`config.mk`:
```
export PLATFORM = sky130hd
export DESIGN_NAME = ahp_app_parser
export DESIGN_NICKNAME = d
export VERILOG_FILES = /design/src/rtl/ahp_pkg.sv /design/src/rtl/ahp_ctl_chain.sv /design/src/rtl/ahp_body_tap.sv /design/src/rtl/ahp_result_hold.sv /design/src/rtl/ahp_app_parser.sv
export SDC_FILE = /design/constraint.sdc
export NUM_CORES = 1
export LEC_CHECK = 0
export ABC_CLOCK_PERIOD_IN_PS = 4800
export BUFFER_PORTS_ARGS = -buffer_cell sky130_fd_sc_hd__buf_4
export CORE_ASPECT_RATIO = 0.8
export CORE_MARGIN = 10
export CORE_UTILIZATION = 40
export DETAILED_ROUTE_END_ITERATION = 7
export GPL_ROUTABILITY_DRIVEN = 0
export GPL_TIMING_DRIVEN = 0
export PLACE_DENSITY = 0.63
export RECOVER_POWER = 25
export SETUP_SLACK_MARGIN = 0.3
export SLEW_MARGIN = 10
export SYNTH_ARGS = -nofsm -noshare
export SYNTH_HDL_FRONTEND = slang
export SYNTH_SLANG_ARGS = --single-unit
```
`constraint.sdc`:
```
create_clock -name clk -period 4.8 [get_ports clk]
set_input_delay 0.24 -clock clk [delete_from_list [all_inputs] [get_ports clk]]
set_output_delay 0.24 -clock clk [all_outputs]
set_load 0.01 [all_outputs]
```
`src/rtl/ahp_pkg.sv`:
```
package ahp_pkg;

  localparam int DW = 8;

  typedef enum logic [2:0] {
    PH_IDLE,
    PH_CTL,
    PH_H0,
    PH_H1,
    PH_H2,
    PH_BODY
  } ahp_phase_e;

  localparam logic [DW-1:0] LEN_UNSUPPORTED = 8'hFF;

endpackage

```
`src/rtl/ahp_ctl_chain.sv`:
```
module ahp_ctl_chain #(
  parameter int CTL_W = 4,
  parameter int BFW   = 4
) (
  input  logic             clk,
  input  logic             rst,
  input  logic             take,
  input  logic             first,
  input  logic [7:0]       data,
  output logic [CTL_W-1:0] cnt_incl,
  output logic             buf_en_incl,
  output logic [BFW-1:0]   buf_fld_incl
);
  localparam logic [CTL_W-1:0] CNT_MAX = {CTL_W{1'b1}};
  localparam int BUF_FLAG_BIT = 4;

  logic [CTL_W-1:0] cnt_q;
  logic             buf_en_q;
  logic [BFW-1:0]   buf_fld_q;
  logic [CTL_W-1:0] cnt_base;
  logic             second;

  always_comb begin
    cnt_base = first ? '0 : cnt_q;
    second   = take && (cnt_base == CTL_W'(1));
    if (take)
      cnt_incl = (cnt_base == CNT_MAX) ? CNT_MAX : cnt_base + 1'b1;
    else
      cnt_incl = cnt_base;
    if (second) begin
      buf_en_incl  = data[BUF_FLAG_BIT];
      buf_fld_incl = data[BFW-1:0];
    end else if (first) begin
      buf_en_incl  = 1'b0;
      buf_fld_incl = '0;
    end else begin
      buf_en_incl  = buf_en_q;
      buf_fld_incl = buf_fld_q;
    end
  end

  always_ff @(posedge clk) begin
    if (rst) begin
      cnt_q     <= '0;
      buf_en_q  <= 1'b0;
      buf_fld_q <= '0;
    end else if (take) begin
      cnt_q     <= cnt_incl;
      buf_en_q  <= buf_en_incl;
      buf_fld_q <= buf_fld_incl;
    end
  end

  AST_BUF_FROM_SECOND: assert property (@(posedge clk) disable iff (rst)
    $rose(buf_en_q) |-> (cnt_q == CTL_W'(2)));

endmodule

```
`src/rtl/ahp_body_tap.sv`:
```
module ahp_body_tap #(
  parameter int IDX_W = 8
) (
  input  logic             clk,
  input  logic             rst,
  input  logic             take,
  input  logic             clear,
  input  logic             pass_en,
  input  logic [7:0]       data,
  output logic             vld,
  output logic [7:0]       dat,
  output logic [IDX_W-1:0] idx,
  output logic [IDX_W:0]   cnt_incl
);
  logic [IDX_W:0] cnt_q;
  logic           full;

  assign full = cnt_q[IDX_W];

  always_comb begin
    if (clear)
      cnt_incl = '0;
    else if (take && !full)
      cnt_incl = cnt_q + 1'b1;
    else
      cnt_incl = cnt_q;
  end

  always_ff @(posedge clk) begin
    if (rst) begin
      cnt_q <= '0;
      vld   <= 1'b0;
      dat   <= '0;
      idx   <= '0;
    end else begin
      cnt_q <= cnt_incl;
      vld   <= take && pass_en && !full;
      if (take && pass_en && !full) begin
        dat <= data;
        idx <= cnt_q[IDX_W-1:0];
      end
    end
  end

  AST_IDX_STEP: assert property (@(posedge clk) disable iff (rst)
    (vld && $past(vld)) |-> (idx == $past(idx) + 1'b1));

endmodule

```
`src/rtl/ahp_result_hold.sv`:
```
module ahp_result_hold #(
  parameter int W = 8
) (
  input  logic         clk,
  input  logic         rst,
  input  logic         fire,
  input  logic [W-1:0] d,
  output logic         strobe,
  output logic [W-1:0] q
);
  always_ff @(posedge clk) begin
    if (rst) begin
      strobe <= 1'b0;
      q      <= '0;
    end else begin
      strobe <= fire;
      if (fire) q <= d;
    end
  end

  AST_HOLD: assert property (@(posedge clk) disable iff (rst)
    !strobe |-> $stable(q));

endmodule

```
`src/rtl/ahp_app_parser.sv`:
```
module ahp_app_parser
  import ahp_pkg::*;
#(
  parameter int CTL_W = 4,
  parameter int BFW   = 4,
  parameter int IDX_W = 8
) (
  input  logic               clk,
  input  logic               rst,
  input  logic               in_valid,
  input  logic               in_sof,
  input  logic               in_eof,
  input  logic [7:0]         in_data,
  output logic               body_valid,
  output logic [7:0]         body_data,
  output logic [IDX_W-1:0]   body_idx,
  output logic               res_valid,
  output logic               res_resp,
  output logic [6:0]         res_code,
  output logic [7:0]         res_ins,
  output logic [7:0]         res_len,
  output logic [CTL_W-1:0]   res_ctl_cnt,
  output logic [CTL_W:0]     res_body_off,
  output logic               res_buf_en,
  output logic [BFW+2:0]     res_buf_size,
  output logic [2:0]         res_resv,
  output logic               err_short,
  output logic               err_len255,
  output logic               err_len_mismatch
);
  localparam int OFF_W = CTL_W + 1;
  localparam int BSZ_W = BFW + 3;
  localparam int RW    = 1 + 7 + 8 + 8 + CTL_W + OFF_W + 1 + BSZ_W + 3 + 3;

  ahp_phase_e phase_q, cur;
  logic start, live, fire;
  logic take_ctl, take_body;

  logic       resp_q;
  logic [6:0] code_q;
  logic [7:0] ins_q, len_q;

  logic       resp_i;
  logic [6:0] code_i;
  logic [7:0] ins_i, len_i;

  logic [CTL_W-1:0] cnt_i;
  logic             bufen_i;
  logic [BFW-1:0]   fld_i;
  logic [IDX_W:0]   nbody_i;

  logic [OFF_W-1:0] off_i;
  logic [BSZ_W-1:0] bsz_i;
  logic [2:0]       resv_i;
  logic             es_i, el_i, em_i;
  logic [RW-1:0]    res_d, res_q;

  // Input qualification and phase of the current byte
  assign start     = in_valid && in_sof;
  assign cur       = start ? PH_CTL : phase_q;
  assign live      = in_valid && (cur != PH_IDLE);
  assign fire      = live && in_eof;
  assign take_ctl  = live && (cur == PH_CTL);
  assign take_body = live && (cur == PH_BODY);

  always_ff @(posedge clk) begin
    if (rst) begin
      phase_q <= PH_IDLE;
    end else if (live) begin
      if (in_eof) begin
        phase_q <= PH_IDLE;
      end else begin
        unique case (cur)
          PH_CTL:  phase_q <= in_data[7] ? PH_CTL : PH_H0;
          PH_H0:   phase_q <= PH_H1;
          PH_H1:   phase_q <= PH_H2;
          PH_H2:   phase_q <= PH_BODY;
          PH_BODY: phase_q <= PH_BODY;
          default: phase_q <= PH_IDLE;
        endcase
      end
    end
  end

  // Header capture
  always_ff @(posedge clk) begin
    if (rst || start) begin
      resp_q <= 1'b0;
      code_q <= '0;
      ins_q  <= '0;
      len_q  <= '0;
    end else if (live) begin
      if (cur == PH_H0) begin
        resp_q <= in_data[7];
        code_q <= in_data[6:0];
      end
      if (cur == PH_H1) ins_q <= in_data;
      if (cur == PH_H2) len_q <= in_data;
    end
  end

  // Header view that includes the byte accepted this cycle
  always_comb begin
    resp_i = start ? 1'b0 : resp_q;
    code_i = start ? '0 : code_q;
    ins_i  = start ? '0 : ins_q;
    len_i  = start ? '0 : len_q;
    if (live && cur == PH_H0) begin
      resp_i = in_data[7];
      code_i = in_data[6:0];
    end
    if (live && cur == PH_H1) ins_i = in_data;
    if (live && cur == PH_H2) len_i = in_data;
  end

  ahp_ctl_chain #(.CTL_W(CTL_W), .BFW(BFW)) u_ctl (
    .clk          (clk),
    .rst          (rst),
    .take         (take_ctl),
    .first        (start),
    .data         (in_data),
    .cnt_incl     (cnt_i),
    .buf_en_incl  (bufen_i),
    .buf_fld_incl (fld_i)
  );

  ahp_body_tap #(.IDX_W(IDX_W)) u_body (
    .clk      (clk),
    .rst      (rst),
    .take     (take_body),
    .clear    (start),
    .pass_en  (len_q != LEN_UNSUPPORTED),
    .data     (in_data),
    .vld      (body_valid),
    .dat      (body_data),
    .idx      (body_idx),
    .cnt_incl (nbody_i)
  );

  // Result evaluation at the end marker
  always_comb begin
    off_i  = OFF_W'(cnt_i) + OFF_W'(3);
    bsz_i  = bufen_i ? {fld_i, 3'b000} : '0;
    resv_i = resp_i ? code_i[5:3] : 3'b000;
    es_i   = (cur == PH_CTL) || (cur == PH_H0) || (cur == PH_H1);
    el_i   = !es_i && (len_i == LEN_UNSUPPORTED);
    em_i   = !es_i && !el_i && (32'(nbody_i) != 32'(len_i));
    res_d  = {resp_i, code_i, ins_i, len_i, cnt_i, off_i, bufen_i, bsz_i,
              resv_i, es_i, el_i, em_i};
  end

  ahp_result_hold #(.W(RW)) u_res (
    .clk    (clk),
    .rst    (rst),
    .fire   (fire),
    .d      (res_d),
    .strobe (res_valid),
    .q      (res_q)
  );

  assign {res_resp, res_code, res_ins, res_len, res_ctl_cnt, res_body_off,
          res_buf_en, res_buf_size, res_resv, err_short, err_len255,
          err_len_mismatch} = res_q;

  AST_STROBE_AFTER_END: assert property (@(posedge clk) disable iff (rst)
    res_valid |-> $past(in_valid && in_eof));
  AST_ONE_ERROR: assert property (@(posedge clk) disable iff (rst)
    res_valid |-> ($countones({err_short, err_len255, err_len_mismatch}) <= 1));
  AST_NO_BODY_AT_255: assert property (@(posedge clk) disable iff (rst)
    body_valid |-> ($past(len_q) != LEN_UNSUPPORTED));
  AST_OFFSET: assert property (@(posedge clk) disable iff (rst)
    res_valid |-> (res_body_off == OFF_W'(res_ctl_cnt) + OFF_W'(3)));
  AST_CMD_NO_RESV: assert property (@(posedge clk) disable iff (rst)
    (res_valid && !res_resp) |-> (res_resv == 3'b000));

endmodule

```
==> results.yml, run 1 <==
placed_design:
  dp.cells: 738
  dp_hpwl_um: 9590
  io_buffers: 71
hold_path:
  holdPathStages: 3
  hold_path_class: "in -> reg"
  hold_end: "u_body.dat[1]"
  worstHoldStart: "in_data[1]"
sta:
  fin_crit_sh: 0.488
  slew_violations: 0
  rsz0062_at_grt: "false"
  slew_headroom: 0.566
  finalCriticalPeriod_ps: 2340
  setup_viol_count_final: 0
  skew_ps: 10.3
  tns_ps: 0
  tightest_slew_ps: 652
  hold_violations: 0
  fmax_mhz: 427
clocking:
  tritoncts: "done"
  ctsRootBufferMaster: "clkbuf_16"
  post_cts_buffers: 0
  clk_pin_slew_ps: 70
  cts_buffers: 9
  holdBufCountCts: 0
  clkSinkCount: 107
  htreeDepth: 3
  clkLatencyLatePin_ps: 350
  clockBufferDepth: 2
  post_cts_resized: 0
grt:
  grt.total_usage: 0.161
  grt_pass1_vias: 3943
  grt_max_degree: 17
  grt_first_pass_wirelength_um: 20700
  grt_overflow: 0
  antenna_found_initial: 0
route:
  num_vias: 4039
  vias_per_cell: 5.36
  drt_pre_antenna_iters: 4
  drt_iter0_drc: 342
  drt_wl_total_um: 13000
  drc: 0
  wl_per_cell_um: 17.3
  antenna_left: 0
floorplan:
  floorplan.initialDensity: 0.410
  io_pins: 78
  die_x_um: 138
  die_h_um: 114
  row_count: 34
  dieArea_um2: 15800
  core_area_um2: 10900
logic_synthesis:
  syn_inst: 521
  async_flop_share: 0
  synth_top_area_cell: "dfxtp_1"
  synth-adder-area-share: 0.0112
  muxShareOfSynthArea: 0.0561
  synth_top_flop_cell: "dfxtp_1"
  synth_seq_cells: 107
  syn_area_per_cell_um2: 8.56
  synth_top_family_by_area: "simple AND/OR/NAND/NOR gates"
  synth-edff-count: 0
  netlist.area_leader.share: 0.480
  synth_xor_area_frac: 0.0295
  synth_warnings: 0
  syn_area_um2: 4460
  synthSimpleGateAreaFrac: 0.220
  synth_cell_types: 58
  yosysSeqAreaShare: 0.480
  synthTopCellsByArea: "dfxtp_1 48%, nor2_1 8.2%, mux2i_1 5.6%, a21oi_1 4.7%, nand2_1 4.5%"
  synth_compound_area_frac: 0.153
setup_path:
  startpoint_type: "flop"
  r2r_end: "u_res.q[18]"
  cp_max_fo: 10
  critPathRequiredTime_ps: 5080
  worstSetupPathType: "reg -> reg"
  cp-end-kind: "flop"
  rrSetupSlack_ps: 2460
  arrival_ps: 2620
  reg2reg_from: "phase_q[2]"
  rr_worst_depth: 8
finish:
  fin_nets: 622
  synthToLayoutAreaGrowth_pct: 19.4
  insertedDiodeCount: 0
  multi_input_area_um2: 2110
  final_cells: 754
  fillCellCount: 1084
  drive_above_1_share: 0.111
  register_area_um2: 2140
outcome:
  status: "completed"
power:
  power_density_nw_per_um2: 331
  ir_drop_mv: 0.235
  p_leak_nw: 2.02
run:
  drv_cap: 0
## worst max-delay path by stage
stage | startpoint | to | slack, ps | cells past startpoint
after floorplan | in_valid | u_res.q[18] | 2590 | 12
after global placement | in_valid | u_res.q[18] | 2160 | 13
after detailed placement | in_valid | u_res.q[18] | 2100 | 13
after CTS | in_valid | u_res.q[18] | 2450 | 13
after global routing | in_valid | u_res.q[18] | 2260 | 13
final | phase_q[2] | u_res.q[18] | 2460 | 8
## cell usage in the layout, fill, tap and decap left out, types with 3 or more instances in the layout
master and instances:
xnor2_1 12, dfxtp_1 107, clkbuf_1 64, nand2_1 53, nor2_1 97, buf_2 8
a22oi_1 3, inv_1 11, mux2i_1 25, a21oi_1 42, and2_1 4, o21ai_0 16
ha_1 4, clkbuf_16 9, nor3_1 12, nand3_1 18, a211oi_1 4, nand2b_1 3
xor2_1 3, buf_4 33, a2bb2oi_1 4, nand4_1 6, conb_1 3, and3_1 3
a31oi_1 17
## layout make-up
cell class | instances | share of cell area
well taps | 144 | 0.0338
flip-flops and latches | 107 | 0.402
repair buffers | 71 | 0.0705
clock inverters | 3 | 0.00822
inverters | 11 | 0.00775
clock buffers | 13 | 0.0488
plain buffers | 36 | 0.0329
multi-input cells | 369 | 0.396
## per-stage QoR
stage	total power, W	util	setup slack [ps]	hold WS, ps	area [um2]
2_1_floorplan	0.000979	-	2590	387	4470
3_3_place_gp	0.00103	0.476	2160	441	5180
3_5_place_dp	0.00103	0.476	2100	449	5180
4_1_cts	0.00178	0.504	2450	186	5490
5_1_grt	0.00182	0.489	2260	193	5330
6_report	0.00176	0.489	2460	179	5330
## cell usage after synthesis, types with 8 or more instances
cell	n
nand2_1	53
nor2_1	97
nand3_1	18
mux2i_1	25
a31oi_1	17
dfxtp_1	107
a21oi_1	42
inv_1	11
nor3_1	12
clkbuf_1	20
xnor2_1	12
o21ai_0	16
buf_2	8
## cells by family (layout without fill, tap and decap cells)
family,after synthesis,count (layout)
AND/OR/NAND/NOR,215,215
AO/OA/AOI/OAI,107,107
flip-flops,107,107
buffers and inverters,47,134
multiplexers,25,25
XOR/XNOR,15,15
adder cells (fa/ha/maj),4,4
other,1,3
## report_power, final
| part | total, W | internal (W) | leakage (nW) | switching [W] |
|---|---|---|---|---|
| Clock | 0.000759 | 0.000435 | 0.150 | 0.000325 |
| Combinational | 0.000102 | 0.0000294 | 1.01 | 0.0000727 |
| Sequential | 0.000902 | 0.000897 | 0.864 | 0.00000471 |
| Total | 0.00176 | 0.00136 | 2.02 | 0.000402 |
## per-layer routing
| layer | vias up | wire length (um) | track usage |
|---|---|---|---|
| li1 | 1971 | - | - |
| met1 | 1924 | 6280 | 0.212 |
| met2 | 124 | 5600 | 0.243 |
| met3 | 20 | 917 | 0.0522 |
| met4 | 0 | 216 | 0.0533 |
| met5 | - | 0 | 0 |
## critical path, stage by stage (launching register included)
cell	delay, ps
dfxtp_1	290
buf_2	160
or3b_4	410
a21oi_2	280
or2_2	190
nand2_1	80
ha_1	210
or4_1	520
a21oi_1	120
## flip-flops by register name, summed over array words and instances, names as in the netlist
register,count
ins_q,8
u_ctl.buf_en_q,1
u_ctl.buf_fld_q,4
u_res.strobe,1
u_body.dat,8
code_q,7
u_body.idx,8
phase_q,3
u_body.cnt_q,9
u_body.vld,1
resp_q,1
u_ctl.cnt_q,4
u_res.q,44
len_q,8
No activity file was read; power rests on OpenSTA's default activity.
==> run 2: changes to the inputs <==
--- a/config.mk
+++ b/config.mk
@@ -5,7 +5,7 @@
 export SDC_FILE = /design/constraint.sdc
 export NUM_CORES = 1
 export LEC_CHECK = 0
-export ABC_CLOCK_PERIOD_IN_PS = 4800
+export ABC_CLOCK_PERIOD_IN_PS = 1900
 export BUFFER_PORTS_ARGS = -buffer_cell sky130_fd_sc_hd__buf_4
 export CORE_ASPECT_RATIO = 0.8
 export CORE_MARGIN = 10
@@ -13,7 +13,7 @@
 export DETAILED_ROUTE_END_ITERATION = 7
 export GPL_ROUTABILITY_DRIVEN = 0
 export GPL_TIMING_DRIVEN = 0
-export PLACE_DENSITY = 0.63
+export PLACE_DENSITY = 0.66
 export RECOVER_POWER = 25
 export SETUP_SLACK_MARGIN = 0.3
 export SLEW_MARGIN = 10
==> constraint.sdc (replaced) <==
create_clock -name clk -period 1.9 [get_ports clk]
set_input_delay 0.095 -clock clk [delete_from_list [all_inputs] [get_ports clk]]
set_output_delay 0.095 -clock clk [all_outputs]
set_load 0.01 [all_outputs]
==> results.yml, run 2 (synthesis results as in run 1) <==
outcome:
  status: "finished, violations left"
  violations: "setup timing"
grt:
  grt.total_usage: 0.179
  antenna_found_initial: 0
  grt_pass1_vias: 4344
  grt_overflow: 0
  grt_first_pass_wirelength_um: 22800
  grt_max_degree: 19
finish:
  insertedDiodeCount: 0
  regMostFlops: "u_res.q"
  largest_reg_flops: 44
  synthToLayoutAreaGrowth_pct: 58.3
  reg.largest.list: "u_res.q x44, u_body.cnt_q x9"
  layout_commonest_cell: "dfxtp_1"
  final_cell_mix: "102 x dfxtp_1, 73 x nor2_1, 64 x buf_4, 46 x clkbuf_1, 36 x nand2_1"
  fin_nets: 675
  drive_above_1_share: 0.416
sta:
  skew_ps: 7.64
  worst_slack_ps: -194
  fmax_mhz: 478
  setup_viol_count_final: 19
  hold_violations: 0
  fin_crit_sh: 1.10
  slew_violations: 0
  tightest_slew_ps: 799
  tns_ps: -891
  slew_headroom: 0.467
  finalCriticalPeriod_ps: 2090
  rsz0062_at_grt: "true"
floorplan:
  floorplan.initialDensity: 0.410
  io_pins: 78
  dieArea_um2: 15800
  die_h_um: 114
  die_x_um: 138
  core_area_um2: 10900
  row_count: 34
setup_path:
  slowest_stage: "or4_1"
  critPathRequiredTime_ps: 2180
  startpoint_type: "flop"
  cpPeakStageDelay_ps: 510
  cp-end-kind: "flop"
  worstSetupPathType: "reg -> reg"
  rrSetupSlack_ps: -190
  cp_max_fo: 6
  arrival_ps: 2380
  path_cells: "buf_6 > or3b_4 > a211oi_1 > o211ai_1 > or4_1 > a21oi_1"
clocking:
  tritoncts: "done"
  htreeDepth: 3
  ctsRootBufferMaster: "clkbuf_16"
  clockBufferDepth: 2
  cts_buffers: 9
  clkLatencyLatePin_ps: 360
  clkSinkCount: 107
  clk_pin_slew_ps: 70
power:
  p_leak_nw: 2.67
  power_density_nw_per_um2: 645
  ir_drop_mv: 0.443
run:
  drv_cap: 0
placed_design:
  dpl_worst_slack_ps: -334
  io_buffers: 71
  dp_hpwl_um: 9780
route:
  num_vias: 4537
  drt_wl_total_um: 16300
  drt_pre_antenna_iters: 5
  wl_per_cell_um: 20.2
  antenna_left: 0
  vias_per_cell: 5.62
  drt_iter0_drc: 465
  drc: 0
hold_path:
  hold_path_class: "in -> reg"
[run 2: changes by cell type in the layout (fill, tap and decap cells not counted), sizes merged]
cell	change
buf	+62
bufinv	-1
clkbuf	-12
clkinv	+1
clkinvlp	+2
inv	+1
[run 2: cell type report]
type | instances | area [um2]
Buffer | 36 | 374
Clock buffer | 10 | 229
Sequential cell | 107 | 2150
Clock inverter | 6 | 48.8
Inverter | 11 | 41.3
Tap cell | 144 | 180
Timing Repair Buffer | 124 | 1040
Fill cell | 852 | 3830
Multi-Input combinational cell | 369 | 3000
[run 2: final timing paths]
path	startpoint	end	cells past startpoint
setup / recovery	phase_q[2]	u_res.q[18]	6
hold / removal	in_data[1]	ins_q[1]	3
setup reg to reg	phase_q[2]	u_res.q[18]	6
hold reg to reg	u_res.q[16]	u_res.q[16]	2
[run 2: what timing repair did]
action,4_1_cts,5_1_grt
buffers inserted,25,21
gates cloned,5,2
endpoints found under the setup margin,74,86
pin swaps,29,35
gates resized for setup,126,123
hold buffers,0,0
hold endpoints to repair,0,0
[run 2: per-layer routing]
metal,global-route usage,vias up,wire [um]
li1,-,2078,-
met1,0.230,2220,7030
met2,0.279,204,7830
met3,0.0556,35,1110
met4,0.0596,0,330
met5,0,-,0
[run 2: where the power goes]
group | internal (W) | switching [W]
registers | 0.00226 | 0.0000184
logic | 0.000188 | 0.000278
clock network | 0.000905 | 0.000901
total | 0.00335 | 0.00120
[run 2: critical path: cells and delay by family (launching register included)]
family                 cells  cell delay, ps
AND/OR/NAND/NOR            2             910
AO/OA/AOI/OAI              3             670
buffers and inverters      1             120
flip-flops                 1             320
[run 2: stage by stage]
| stage | instances | hold WS, ps | area [um2] | utilization | power (W) |
|---|---|---|---|---|---|
| finish | 807 | 22.3 | 7060 | 0.648 | 0.00455 |
| global route | 807 | 18.4 | 7060 | 0.648 | 0.00468 |
| CTS | 784 | 23.1 | 6450 | 0.593 | 0.00449 |
| detailed placement | 738 | 394 | 5350 | 0.491 | 0.00262 |
| global placement | 738 | 385 | 5350 | 0.491 | 0.00262 |
| floorplan | 523 | 242 | 4630 | - | 0.00250 |
==> run 3: changes to the inputs <==
--- a/config.mk
+++ b/config.mk
@@ -12,7 +12,6 @@
 export CORE_UTILIZATION = 40
 export DETAILED_ROUTE_END_ITERATION = 7
 export GPL_ROUTABILITY_DRIVEN = 0
-export GPL_TIMING_DRIVEN = 0
 export PLACE_DENSITY = 0.66
 export RECOVER_POWER = 25
 export SETUP_SLACK_MARGIN = 0.3
==> results.yml, run 3 (synthesis results as in run 1) <==
sta:
  tightest_slew_ps: 663
  hold_violations: 0
  rsz0062_at_grt: "true"
  skew_ps: 8.88
  tns_ps: -1390
  fin_crit_sh: 1.08
  setup_viol_count_final: 28
  worst_slack_ps: -155
  slew_violations: 0
  slew_headroom: 0.558
  fmax_mhz: 487
  finalCriticalPeriod_ps: 2050
finish:
  fillCellCount: 823
  fin_nets: 702
  final_cells: 834
  final_cell_area_um2: 7190
  synthToLayoutAreaGrowth_pct: 61.1
  final_cell_mix: "109 x buf_4, 102 x dfxtp_1, 76 x nor2_1, 48 x nand2_1, 31 x buf_6"
  reg.largest.list: "u_res.q x44, u_body.cnt_q x9"
  insertedDiodeCount: 0
  drive_above_1_share: 0.419
  layout_commonest_cell: "buf_4"
  largest_reg_flops: 44
  regMostFlops: "u_res.q"
setup_path:
  startpoint_type: "flop"
  cp-end-kind: "flop"
  slowest_stage: "or3b_4"
  crit_family: "simple AND/OR/NAND/NOR gates"
  path_buf_inv: 0
  arrival_ps: 2340
  cp_max_fo: 5
  path_cells: "or3b_4 > a21oi_4 > or2_4 > nand2_4 > ha_4 > or4_1 > a21oi_1"
  worstSetupPathType: "reg -> reg"
  critPathRequiredTime_ps: 2180
  cpPeakStageDelay_ps: 430
hold_path:
  hold_path_class: "in -> reg"
route:
  num_vias: 4477
  drt_pre_antenna_iters: 4
  drc: 0
  wl_met1_um: 6490
  dr_wl_met3_um: 934
  drt_wl_total_um: 15500
  wl_met2_um: 7700
  top_layer: "met4"
  antenna_left: 0
  drt_iter0_drc: 360
  vias_per_cell: 5.37
  wl_per_cell_um: 18.6
placed_design:
  postPlaceCellArea_um2: 5620
  io_buffers: 74
  dpl_worst_slack_ps: -201
  dp.cells: 767
  dp_hpwl_um: 9220
clocking:
  ctsRootBufferMaster: "clkbuf_16"
  htreeDepth: 3
  cts_buffers: 9
  tritoncts: "done"
  clkSinkCount: 107
  clockBufferDepth: 2
  clkLatencyLatePin_ps: 350
  clk_pin_slew_ps: 70
power:
  pwr-share-comb: 0.096
  netSwitchingPower_w: 0.00114
  ir_drop_mv: 0.495
  seqPwrFrac: 0.466
  power_density_nw_per_um2: 682
  p_int_w: 0.00376
  clkPwrFrac: 0.438
  switching_share: 0.233
  p_leak_nw: 2.83
outcome:
  violations: "setup timing"
  status: "finished, violations left"
floorplan:
  core_area_um2: 10900
  die_x_um: 138
  row_count: 34
  die_h_um: 114
  dieArea_um2: 15800
  floorplan.initialDensity: 0.410
  io_pins: 78
grt:
  grt_first_pass_wirelength_um: 21900
  grt.total_usage: 0.167
  grt_pass1_vias: 4220
  grt_max_degree: 59
  antenna_found_initial: 0
  grt_overflow: 0
run:
  drv_cap: 0
-- run 3: cell types whose count changed in the layout (fill, tap and decap cells not counted), moves of 4 or more --
cell and change:
mux2i_1 +4, clkbuf_1 -17, nand2_4 -10, nor3_2 -5, buf_8 -7, nor2_2 -4, a31oi_4 -4, a21oi_2 -10
buf_6 +6, buf_4 +45, a21oi_1 +9, nand2_1 +12
-- run 3: repair_timing --
| action | CTS | global route |
|---|---|---|
| buffers inserted | 19 | 24 |
| gates cloned | 2 | 6 |
| setup endpoints to repair | 76 | 87 |
| gates resized for setup | 54 | 137 |
| pin swaps | 22 | 35 |
| hold buffers | 0 | 0 |
-- run 3: layout make-up --
| cell class | instances | area [um2] | share of cell area |
|---|---|---|---|
| tap | 144 | 180 | 0.0251 |
| inverter | 11 | 41.3 | 0.00575 |
| multi-input combinational | 370 | 2830 | 0.393 |
| clock inverter | 7 | 114 | 0.0158 |
| timing repair buffer | 186 | 1650 | 0.229 |
| clock buffer | 9 | 225 | 0.0313 |
| sequential | 107 | 2150 | 0.300 |
-- run 3: worst min-delay path: stages --
cell and delay, ps:
buf_4 120, mux2i_1 70, nor2_1 80
-- run 3: metal layers --
layer  vias to the layer above  global-route usage
li1                       2131                   -
met1                      2182               0.205
met2                       133               0.274
met3                        31              0.0514
met4                         0              0.0589
met5                         -                   0
-- run 3: path summary, 6_finish.rpt --
check	from	to	slack [ps]	depth (start not counted)
worst min register to register	ins_q[6]	ins_q[6]	460	2
worst max register to register	phase_q[2]	u_res.q[18]	-150	7
worst max-delay path	phase_q[2]	u_res.q[18]	-150	7
worst min-delay path	in_data[0]	u_body.dat[0]	40	3
-- run 3: power by group through the flow --
stage / clock [W] / sequential [W] / combinational (W)
4_1_cts: 0.00215 / 0.00228 / 0.000354
2_1_floorplan: 0 / 0.00234 / 0.000158
3_5_place_dp: 0 / 0.00233 / 0.000297
3_3_place_gp: 0 / 0.00233 / 0.000292
5_1_grt: 0.00225 / 0.00228 / 0.000495
6_report: 0.00215 / 0.00228 / 0.000471
-- run 3: through the flow --
stage,utilization,total power [W],hold WS [ps]
final,0.660,0.00490,43.6
after global routing,0.660,0.00503,59.4
after CTS,0.589,0.00478,43.1
after detailed placement,0.516,0.00263,404
after global placement,0.516,0.00262,386
after floorplan,-,0.00250,242
